===== src/rtl/spi_cmd_pkg.sv =====
package spi_cmd_pkg;

  localparam int BYTE_W      = 8;
  localparam int ADDR_W      = 24;
  localparam int WORD_W      = 32;
  localparam int IADDR_W     = 15;
  localparam int MAX_PAYLOAD = 7;
  localparam int BUF_W       = MAX_PAYLOAD * BYTE_W;
  localparam int CNT_W       = $clog2(MAX_PAYLOAD + 1);
  localparam int IDX_W       = 4;

  localparam logic [7:0] OP_DMA_WR   = 8'hC1;
  localparam logic [7:0] OP_DMA_RD   = 8'hC2;
  localparam logic [7:0] OP_INT_WR   = 8'hC3;
  localparam logic [7:0] OP_INT_RD   = 8'hC4;
  localparam logic [7:0] OP_TERM     = 8'hC5;
  localparam logic [7:0] OP_REPEAT   = 8'hC6;
  localparam logic [7:0] OP_XDMA_WR  = 8'hC7;
  localparam logic [7:0] OP_XDMA_RD  = 8'hC8;
  localparam logic [7:0] OP_SGL_WR   = 8'hC9;
  localparam logic [7:0] OP_SGL_RD   = 8'hCA;
  localparam logic [7:0] OP_RESET    = 8'hCF;

  localparam logic [7:0] ST_OK       = 8'h00;
  localparam logic [7:0] ST_BAD_OP   = 8'h01;
  localparam logic [7:0] ST_BAD_CRC  = 8'h02;
  localparam logic [7:0] RD_HEADER   = 8'hF0;
  localparam logic [7:0] TRAILER     = 8'h00;
  localparam logic [6:0] CRC_SEED    = 7'h7F;
  localparam logic [6:0] CRC_POLY    = 7'h09;

  typedef struct packed {
    logic loadOp;
    logic shiftIn;
    logic checkCrc;
    logic execute;
  } strobe_t;

  function automatic logic opKnown(input logic [7:0] op);
    case (op)
      OP_DMA_WR, OP_DMA_RD, OP_INT_WR, OP_INT_RD, OP_TERM, OP_REPEAT,
      OP_XDMA_WR, OP_XDMA_RD, OP_SGL_WR, OP_SGL_RD: opKnown = 1'b1;
      default: opKnown = 1'b0;
    endcase
  endfunction

  function automatic logic [CNT_W-1:0] opPayload(input logic [7:0] op);
    case (op)
      OP_DMA_WR, OP_DMA_RD:   opPayload = CNT_W'(5);
      OP_INT_WR:              opPayload = CNT_W'(6);
      OP_XDMA_WR, OP_XDMA_RD: opPayload = CNT_W'(6);
      OP_SGL_WR:              opPayload = CNT_W'(7);
      default:                opPayload = CNT_W'(3);
    endcase
  endfunction

  function automatic logic [6:0] crc7Step(input logic [6:0] crcIn,
                                          input logic [7:0] data);
    logic [6:0] c;
    logic fb;
    c = crcIn;
    for (int i = 7; i >= 0; i--) begin
      fb = c[6] ^ data[i];
      c = {c[5:0], 1'b0} ^ (fb ? CRC_POLY : 7'h00);
    end
    return c;
  endfunction

endpackage


===== src/rtl/spi_cmd_ctrl.sv =====
module spi_cmd_ctrl
  import spi_cmd_pkg::*;
(
  input  logic             clk,
  input  logic             rstN,
  input  logic             rxValid,
  input  logic [7:0]       rxData,
  input  logic             txReady,
  input  logic             crcEn,
  input  logic [IDX_W-1:0] respLen,
  output logic             rxReady,
  output logic             txValid,
  output logic [IDX_W-1:0] txIdx,
  output strobe_t          stb
);

  typedef enum logic [2:0] {
    S_IDLE, S_PAYLOAD, S_CRC, S_EXEC, S_RESP
  } state_e;

  state_e           state, stateNxt;
  logic [CNT_W-1:0] cnt, cntNxt;
  logic [IDX_W-1:0] idxNxt;

  always_comb begin
    stateNxt = state;
    cntNxt   = cnt;
    idxNxt   = txIdx;
    stb      = '0;
    rxReady  = 1'b0;
    txValid  = 1'b0;
    case (state)
      S_IDLE: begin
        rxReady = 1'b1;
        if (rxValid && rxData != OP_RESET) begin
          stb.loadOp = 1'b1;
          if (opKnown(rxData)) begin
            cntNxt   = opPayload(rxData);
            stateNxt = S_PAYLOAD;
          end else begin
            stateNxt = S_EXEC;
          end
        end
      end
      S_PAYLOAD: begin
        rxReady = 1'b1;
        if (rxValid) begin
          stb.shiftIn = 1'b1;
          cntNxt      = cnt - CNT_W'(1);
          if (cnt == CNT_W'(1)) stateNxt = crcEn ? S_CRC : S_EXEC;
        end
      end
      S_CRC: begin
        rxReady = 1'b1;
        if (rxValid) begin
          stb.checkCrc = 1'b1;
          stateNxt     = S_EXEC;
        end
      end
      S_EXEC: begin
        stb.execute = 1'b1;
        idxNxt      = '0;
        stateNxt    = S_RESP;
      end
      S_RESP: begin
        txValid = 1'b1;
        if (txReady) begin
          if (txIdx == respLen - IDX_W'(1)) stateNxt = S_IDLE;
          else idxNxt = txIdx + IDX_W'(1);
        end
      end
      default: stateNxt = S_IDLE;
    endcase
  end

  always_ff @(posedge clk) begin
    if (!rstN) begin
      state <= S_IDLE;
      cnt   <= '0;
      txIdx <= '0;
    end else begin
      state <= stateNxt;
      cnt   <= cntNxt;
      txIdx <= idxNxt;
    end
  end

endmodule


===== src/rtl/spi_cmd_dp.sv =====
module spi_cmd_dp
  import spi_cmd_pkg::*;
#(
  parameter logic [IADDR_W-1:0] PROTO_ADDR  = 15'h0024,
  parameter logic [WORD_W-1:0]  PROTO_RESET = 32'h0000_002C
) (
  input  logic              clk,
  input  logic              rstN,
  input  strobe_t           stb,
  input  logic [7:0]        rxData,
  input  logic [IDX_W-1:0]  txIdx,
  output logic [7:0]        txData,
  output logic [IDX_W-1:0]  respLen,
  output logic              crcEn,
  output logic              regWrEn,
  output logic              regRdEn,
  output logic              regInternal,
  output logic              regClockless,
  output logic [ADDR_W-1:0] regAddr,
  output logic [WORD_W-1:0] regWrData,
  input  logic [WORD_W-1:0] regRdData,
  output logic              dmaReqValid,
  output logic              dmaWrite,
  output logic [ADDR_W-1:0] dmaAddr,
  output logic [ADDR_W-1:0] dmaLen
);

  localparam int ZPAD = ADDR_W - IADDR_W;

  logic [7:0]        opReg;
  logic [BUF_W-1:0]  fieldBuf;
  logic [6:0]        crcAcc;
  logic              crcBad;
  logic              opBad;
  logic [7:0]        statusReg;
  logic [WORD_W-1:0] rdWord;
  logic [WORD_W-1:0] protoReg;

  logic isSglWr, isSglRd, isIntWr, isIntRd, isDma, isDmaExt, isRead;
  logic [15:0]        intField;
  logic [IADDR_W-1:0] intAddr;
  logic               protoHit, cmdOk;

  always_comb begin
    isSglWr  = opReg == OP_SGL_WR;
    isSglRd  = opReg == OP_SGL_RD;
    isIntWr  = opReg == OP_INT_WR;
    isIntRd  = opReg == OP_INT_RD;
    isDmaExt = opReg == OP_XDMA_WR || opReg == OP_XDMA_RD;
    isDma    = isDmaExt || opReg == OP_DMA_WR || opReg == OP_DMA_RD;
    isRead   = isSglRd || isIntRd;
    dmaWrite = opReg == OP_DMA_WR || opReg == OP_XDMA_WR;
    intField = isIntWr ? fieldBuf[47:32] : fieldBuf[23:8];
    intAddr  = intField[IADDR_W-1:0];
    regInternal  = isIntWr || isIntRd;
    regClockless = regInternal && intField[15];
    protoHit = regInternal && intAddr == PROTO_ADDR;
    cmdOk    = !opBad && !crcBad;
    crcEn    = |protoReg[3:2];
    regAddr  = regInternal ? {{ZPAD{1'b0}}, intAddr}
                           : (isSglWr ? fieldBuf[55:32] : fieldBuf[23:0]);
    regWrData = fieldBuf[31:0];
    dmaAddr  = isDmaExt ? fieldBuf[47:24] : fieldBuf[39:16];
    dmaLen   = isDmaExt ? fieldBuf[23:0] : {8'h00, fieldBuf[15:0]};
    regWrEn  = stb.execute && cmdOk && (isSglWr || (isIntWr && !protoHit));
    regRdEn  = stb.execute && cmdOk && (isSglRd || (isIntRd && !protoHit));
    dmaReqValid = stb.execute && cmdOk && isDma;
  end

  always_ff @(posedge clk) begin
    if (!rstN) begin
      opReg    <= '0;
      fieldBuf <= '0;
      crcAcc   <= CRC_SEED;
      crcBad   <= 1'b0;
      opBad    <= 1'b0;
    end else begin
      if (stb.loadOp) begin
        opReg  <= rxData;
        opBad  <= !opKnown(rxData);
        crcAcc <= crc7Step(CRC_SEED, rxData);
        crcBad <= 1'b0;
      end
      if (stb.shiftIn) begin
        fieldBuf <= {fieldBuf[BUF_W-9:0], rxData};
        crcAcc   <= crc7Step(crcAcc, rxData);
      end
      if (stb.checkCrc) crcBad <= rxData != {crcAcc, 1'b0};
    end
  end

  always_ff @(posedge clk) begin
    if (!rstN) begin
      statusReg <= ST_OK;
      rdWord    <= '0;
      respLen   <= IDX_W'(2);
      protoReg  <= PROTO_RESET;
    end else if (stb.execute) begin
      statusReg <= opBad ? ST_BAD_OP : (crcBad ? ST_BAD_CRC : ST_OK);
      rdWord    <= protoHit ? protoReg : regRdData;
      respLen   <= (cmdOk && isRead) ? (crcEn ? IDX_W'(9) : IDX_W'(7))
                                     : IDX_W'(2);
      if (cmdOk && isIntWr && protoHit) protoReg <= fieldBuf[31:0];
    end
  end

  always_comb begin
    case (txIdx)
      IDX_W'(0): txData = opReg;
      IDX_W'(1): txData = statusReg;
      IDX_W'(2): txData = RD_HEADER;
      IDX_W'(3): txData = rdWord[31:24];
      IDX_W'(4): txData = rdWord[23:16];
      IDX_W'(5): txData = rdWord[15:8];
      IDX_W'(6): txData = rdWord[7:0];
      default:   txData = TRAILER;
    endcase
  end

endmodule


===== src/rtl/spi_cmd_decoder.sv =====
module spi_cmd_decoder
  import spi_cmd_pkg::*;
#(
  parameter logic [IADDR_W-1:0] PROTO_ADDR  = 15'h0024,
  parameter logic [WORD_W-1:0]  PROTO_RESET = 32'h0000_002C
) (
  input  logic              clk,
  input  logic              rstN,
  input  logic              rxValid,
  input  logic [7:0]        rxData,
  output logic              rxReady,
  output logic              txValid,
  output logic [7:0]        txData,
  input  logic              txReady,
  output logic              regWrEn,
  output logic              regRdEn,
  output logic              regInternal,
  output logic              regClockless,
  output logic [ADDR_W-1:0] regAddr,
  output logic [WORD_W-1:0] regWrData,
  input  logic [WORD_W-1:0] regRdData,
  output logic              dmaReqValid,
  output logic              dmaWrite,
  output logic [ADDR_W-1:0] dmaAddr,
  output logic [ADDR_W-1:0] dmaLen,
  output logic              crcEnabled
);

  strobe_t          stb;
  logic [IDX_W-1:0] txIdx;
  logic [IDX_W-1:0] respLen;

  spi_cmd_ctrl u_ctrl (
    .clk     (clk),
    .rstN    (rstN),
    .rxValid (rxValid),
    .rxData  (rxData),
    .txReady (txReady),
    .crcEn   (crcEnabled),
    .respLen (respLen),
    .rxReady (rxReady),
    .txValid (txValid),
    .txIdx   (txIdx),
    .stb     (stb)
  );

  spi_cmd_dp #(
    .PROTO_ADDR  (PROTO_ADDR),
    .PROTO_RESET (PROTO_RESET)
  ) u_dp (
    .clk          (clk),
    .rstN         (rstN),
    .stb          (stb),
    .rxData       (rxData),
    .txIdx        (txIdx),
    .txData       (txData),
    .respLen      (respLen),
    .crcEn        (crcEnabled),
    .regWrEn      (regWrEn),
    .regRdEn      (regRdEn),
    .regInternal  (regInternal),
    .regClockless (regClockless),
    .regAddr      (regAddr),
    .regWrData    (regWrData),
    .regRdData    (regRdData),
    .dmaReqValid  (dmaReqValid),
    .dmaWrite     (dmaWrite),
    .dmaAddr      (dmaAddr),
    .dmaLen       (dmaLen)
  );

endmodule


===== config.mk =====
export PLATFORM = sky130hd
export DESIGN_NAME = spi_cmd_decoder
export DESIGN_NICKNAME = d
export VERILOG_FILES = /design/src/rtl/spi_cmd_pkg.sv /design/src/rtl/spi_cmd_ctrl.sv /design/src/rtl/spi_cmd_dp.sv /design/src/rtl/spi_cmd_decoder.sv
export SDC_FILE = /design/constraint.sdc
export NUM_CORES = 1
export LEC_CHECK = 0
export BUFFER_PORTS_ARGS = -buffer_cell sky130_fd_sc_hd__buf_4
export CELL_PAD_IN_SITES_DETAIL_PLACEMENT = 0
export CELL_PAD_IN_SITES_GLOBAL_PLACEMENT = 1
export CORE_MARGIN = 5
export CORE_UTILIZATION = 41
export DETAILED_ROUTE_END_ITERATION = 10
export PLACE_DENSITY_LB_ADDON = 0.1
export SLEW_MARGIN = 15
export SYNTH_ARGS = -nofsm -noshare
export SYNTH_HDL_FRONTEND = slang
export SYNTH_SLANG_ARGS = --single-unit

===== constraint.sdc =====
create_clock -name clk -period 3.45 [get_ports clk]
set_clock_uncertainty 0.05 [all_clocks]
set_input_delay 0.69 -clock clk [delete_from_list [all_inputs] [get_ports clk]]
set_output_delay 0.69 -clock clk [all_outputs]
set_load 0.02 [all_outputs]

### Word-level counts from Yosys, hierarchy flattened

Index checks and enable logic that the tools add are counted.

| word-level totals | value |
|---|---|
| word-level logic and storage cells | 188 |
| output and inout port bits | 121 |
| flip-flop bits (word level) | 159 |
| input bits | 44 |

| operators by class | value |
|---|---|
| bitwise operators | 31 |
| reduce and logical (&&, ||, !) cells | 40 |
| mux-type cells | 61 |
| eq/ne operators | 41 |
| add/sub/neg operators | 3 |

Operator list:

| kind | number |
|---|---|
| $eq 8x8->1 const B | 18 |
| $xor 7x7->7 | 15 |
| $mux 24 | 4 |
| $mux 4 | 20 |
| $pmux 8 s7 | 1 |
| $mux 32 | 1 |
| $mux 3 | 9 |
| $mux 1 | 16 |
| $mux 16 | 1 |
| $eq 15x6->1 const B | 1 |
| $pmux 3 s5 | 1 |
| $xor 1x1->1 | 15 |
| $mux 7 | 2 |
| $logic_and 1x1->1 | 13 |
| $eq 4x3->1 const B | 3 |
| $reduce_or 10->1 | 1 |
| $pmux 3 s3 | 1 |
| $eq 4x2->1 const B | 2 |
| $logic_or 1x1->1 | 8 |
| $mux 8 | 1 |
| $ne 2x1->1 const B | 4 |
| $ne 2x2->1 const B | 4 |
| $ne 8x8->1 | 1 |
| $ne 8x8->1 const B | 1 |
| 22 further kinds | 33 |

### Logic depth before layout (Yosys ltp)

| depth | value |
|---|---|
| depth in word-level cells | 25 |
| depth in mapped cells | 9 |
| depth with buffers taken out | 7 |

### Modules after synthesis

From an unflattened synthesis, not the netlist that was laid out.

| unflattened totals | value |
|---|---|
| cells, all modules | 984 |
| area total of the unflattened synthesis | 8582.0 um^2 |

By module, submodules not included:

| module | area each (um^2) | instances | seq. area each (um^2) | cells each |
|---|---|---|---|---|
| spi_cmd_dp | 7743.7 | 1 | 2862.7 | 883 |
| spi_cmd_ctrl | 838.3 | 1 | 200.2 | 101 |

### Least setup slack after synthesis

Ideal clock, no wire load.

| path | value |
|---|---|
| kind | reg-to-output |
| start | register u_dp.opReg[5] |
| end | output port regAddr[15] |
| required time | 2.710 ns |
| stages on the path, launching flop included | 8 |
| arrival time | 2.010 ns |
| slack | 0.700 ns |
| path buffers | 3 |
| cell sequence | dfxtp_1 -> nand4bb_4 -> or4_1 -> buf_2 -> buf_2 -> nand2_1 -> clkbuf_1 -> nor2_1 |

| on the way | value |
|---|---|
| cells in the longest elaborated chain, start to end | 3 |
| elaborated cells on any way between the ends | 6 |
| those cells by class | eq/ne: 3; mux: 2; reduce/logical: 1 |

Ends and longest elaborated chain:

| item | RTL line | source |
|---|---|---|
| from (decl) | spi_cmd_dp.sv:30 | `logic [7:0] opReg;` |
| from (signal assigned) | spi_cmd_dp.sv:79 | `opReg <= rxData;` |
| $eq 8x8->1 (on tied branches) | spi_cmd_dp.sv:47, spi_cmd_dp.sv:48 |  |
| $logic_or 1x1->1 * | spi_cmd_dp.sv:55 | `regInternal = isIntWr \|\| isIntRd;` |
| named net regInternal | spi_cmd_decoder.sv:17 | `output logic regInternal,` |
| $mux 24 * | spi_cmd_dp.sv:60 | `regAddr = regInternal ? {{ZPAD{1'b0}}, intAddr}` |
| to (decl) | spi_cmd_decoder.sv:19 | `output logic [ADDR_W-1:0] regAddr,` |

The timed path passes the listed nets; every way through them passes the cells marked *.

### Worst setup path in the final report

| path | value |
|---|---|
| start | register u_dp.opReg[2] |
| end | output port dmaAddr[6] |

| on the way | value |
|---|---|
| cells in the longest elaborated chain, start to end | 3 |
| elaborated cells on any way between the ends | 4 |
| those cells by class | eq/ne: 2; mux: 1; reduce/logical: 1 |

Ends and longest elaborated chain:

| item | RTL line | source |
|---|---|---|
| $eq 8x8->1 | spi_cmd_dp.sv:49 | `isDmaExt = opReg == OP_XDMA_WR \|\| opReg == OP_XDMA_RD;` |
| $logic_or 1x1->1 * | spi_cmd_dp.sv:49 |  |
| $mux 24 * | spi_cmd_dp.sv:63 | `dmaAddr = isDmaExt ? fieldBuf[47:24] : fieldBuf[39:16];` |
| to (decl) | spi_cmd_decoder.sv:24 | `output logic [ADDR_W-1:0] dmaAddr,` |

Every way passes the cells marked *; elsewhere a longest branch is shown, timed or not.

==> flow_summary.yaml <==
clock_tree:
  tritoncts: "yes"
  cts_hold_buf: 0
  htree_levels: 4
  clkTransAtPathRegs_ps: 60
  cts_buffers: 17
  cts_sinks: 153
  cts_buffer_depth: 2
  clkLatencyLatePin_ps: 430
  root_buffer: "clkbuf_16"
logic_synthesis:
  yosysSeqAreaShare_pct: 37.0
  synth_edf_count: 0
  yosys_warnings: 0
  async_flop_share_pct: 0
  yosys_most_used_dff: "dfxtp_1"
  syn_area_per_cell_sq_um: 7.96
  synth_cells: 1041
  synth_area_sq_um: 8290
  synth_nets: 1092
  ys_seq_elements: 153
  synth.distinct_cells: 62
drt:
  routed_wirelength_microns: 28300
  drt-wirelength-per-cell_microns: 20.1
  avgViaCountPerCell: 5.49
  drt-pass1-iter-count: 7
  drc: 0
  ant_nets: 0
  drt_iter0_drc: 541
  num_vias: 7725
min_path:
  whs_path_depth: 2
  min-delay-start: "u_dp.fieldBuf[50]$_SDFFE_PN0P_"
  hp-class: "flop to flop"
grt:
  grt_pass1_wl_microns: 44600
  antenna_found_initial: 0
  grt_remaining_overflow: 0
  first_global_vias: 7282
  grt_max_degree: 49
  grt_usage_pct: 23.9
cells_and_area:
  most-common-layout-cells: "buf_4, dfxtp_1, nand2_1, a21oi_1, nor2_1"
  syn2layout_area_growth_pct: 21.0
  n_antenna_cell: 0
  layout_commonest_cell: "buf_4"
  n_fill_cell: 2005
  nets: 1175
  stdcell_area_sq_um: 10000
  drive_above_1_share_pct: 23.7
  final_util_pct: 50.1
pwr:
  power_density_nw_per_um2: 443
  peakVddDrop_mv: 0.397
  total_leakage_power_nw: 4.02
timing:
  finalHoldViolCount: 0
  setup-violations-final: 0
  tightest_slew_ps: 656
  rsz0062_at_grt: "no"
  layout_min_cycle_time_ps: 3290
  setup_ws_ps: 162
  slew_viol_final: 0
  fin_crit_sh_pct: 95.3
  tns_ps: 0
  maxSlewHeadroom_pct: 56.2
  fmax_mhz: 304
place:
  placed_area_sq_um: 9420
  gp_congestion: 0.827
  io_buffers: 164
  dp_slack_ps: 424
  dp_hpwl_microns: 20200
die:
  fp.dieW_microns: 152
  dieArea_sq_um: 23200
  die_y_microns: 152
  num_io_pins: 165
  rows: 52
  core-area_sq_um: 20000
  floorplan.initialDensity_pct: 41.4
setup_path:
  worstSetupPathType: "flop to primary output"
  cp.arrival_ps: 2550
  r2r-end: "u_dp.protoReg[5]$_SDFFE_PN1P_"
  r2r.worst_path.cells: 7
  cp.required_ps: 2710
  end_kind: "primary output"
  rr_startpoint: "u_dp.fieldBuf[37]$_SDFFE_PN0P_"
  ff2ff_setup_slack_ps: 820
  endpoint: "dmaAddr[6]"
  startpoint_type: "flop"
  crit_path_start: "u_dp.opReg[2]$_SDFFE_PN0P_"
  cp_max_fo: 33
flow_run:
  cap_viol_max_count: 0
status:
  status: "complete, no violations"
[kinds of logic after synthesis]
group           after synthesis  synth area share (%)
compound gates              312                  21.7
xor+xnor                     33                  3.65
fa+ha+maj                     7                  1.06
buf+inv                     155                  9.69
flops                       153                  37.0
mux                          80                  10.1
simple gates                301                  16.9
[through the flow]
stage                     total power, mW  hold WS [ps]  cells
after floorplan                      2.37           382   1041
after global placement               2.57           392   1374
after detailed placement             2.57           397   1374
after CTS                            4.47           405   1406
after global routing                 4.63           425   1407
final                                4.45           405   1407
[registers in the layout, summed over array words and instances, names as in the netlist]
signal          cells
u_ctrl.cnt          3
u_dp.opBad          1
u_dp.fieldBuf      56
u_dp.respLen        4
u_ctrl.txIdx        4
u_dp.rdWord        32
u_dp.statusReg      2
u_ctrl.state        3
u_dp.protoReg      32
u_dp.crcBad         1
u_dp.opReg          8
u_dp.crcAcc         7
[report_power, final]
part / total, mW / leakage [nW] / switching (mW) / internal, mW
registers: 1.92 / 1.24 / 0.0855 / 1.83
clock network: 1.91 / 0.281 / 0.793 / 1.12
logic: 0.620 / 2.50 / 0.364 / 0.256
total: 4.45 / 4.02 / 1.24 / 3.21
[worst min-delay path by stage]
stage / end / slack (ps)
after floorplan: u_dp.statusReg[1]$_SDFFE_PN0P_ / 380
after global placement: u_dp.statusReg[1]$_SDFFE_PN0P_ / 390
after detailed placement: u_dp.fieldBuf[48]$_SDFFE_PN0P_ / 400
after CTS: u_dp.fieldBuf[48]$_SDFFE_PN0P_ / 410
after global routing: u_dp.fieldBuf[54]$_SDFFE_PN0P_ / 420
final: u_dp.fieldBuf[50]$_SDFFE_PN0P_ / 410
[critical path, cell delays in order, from the launching register on]
cell and delay, ps:
dfxtp_1 590, inv_1 110, or3_1 400, a21oi_2 200, buf_6 280, mux2_2 370, buf_4 160
[synth_stat cells, types with 3 or more instances]
library cell | n | area (sq um)
dfxtp_1 | 153 | 3060
nand2_1 | 137 | 514
a21oi_1 | 131 | 656
nor2_1 | 84 | 315
clkbuf_1 | 66 | 248
mux2i_1 | 54 | 541
o21ai_0 | 49 | 245
buf_4 | 48 | 360
a31oi_1 | 38 | 238
o21ai_1 | 30 | 150
mux2_2 | 25 | 282
inv_1 | 16 | 60.1
xnor2_1 | 16 | 140
xor2_1 | 16 | 140
buf_2 | 15 | 75.1
o22ai_1 | 15 | 93.8
and2_1 | 11 | 68.8
nand3_1 | 9 | 45.0
a211oi_1 | 7 | 52.6
a222oi_1 | 7 | 70.1
ha_1 | 7 | 87.6
nor3_1 | 7 | 35.0
buf_1 | 6 | 22.5
nor4_1 | 6 | 37.5
o211ai_1 | 6 | 45.0
or3_1 | 6 | 37.5
nor3b_1 | 5 | 37.5
a21o_1 | 4 | 30.0
a221o_1 | 4 | 40.0
a221oi_1 | 4 | 35.0
nand2b_1 | 4 | 25.0
nand4_1 | 4 | 25.0
nor2b_1 | 4 | 25.0
and3_1 | 3 | 18.8
buf_6 | 3 | 33.8
nand4b_1 | 3 | 26.3
nor4b_1 | 3 | 26.3
o311ai_0 | 3 | 26.3
o31a_1 | 3 | 26.3
[cell type report]
cell class / count / area, sq um / share of cell area, %
tap: 270 / 338 / 3.37
clock buffer: 21 / 460 / 4.59
timing repair buffer: 202 / 1530 / 15.3
inverter: 17 / 63.8 / 0.636
sequential: 153 / 3060 / 30.5
clock inverter: 11 / 135 / 1.35
multi-input combinational: 733 / 4440 / 44.2
[repair_timing]
item,4_1_cts,5_1_grt
hold endpoints to repair,0,0
pin swaps,0,1
buffers inserted,0,1
gates resized for setup,1,2
setup endpoints to repair,14,39
[routing by layer]
layer,vias up,global-route usage (%),part of all wire (%)
li1,3796,-,-
met1,3668,35.8,48
met3,17,4.88,6.3
met5,-,0,0
met4,0,4.62,0.82
met2,244,35.8,45
(Power assumes the default switching activity.)
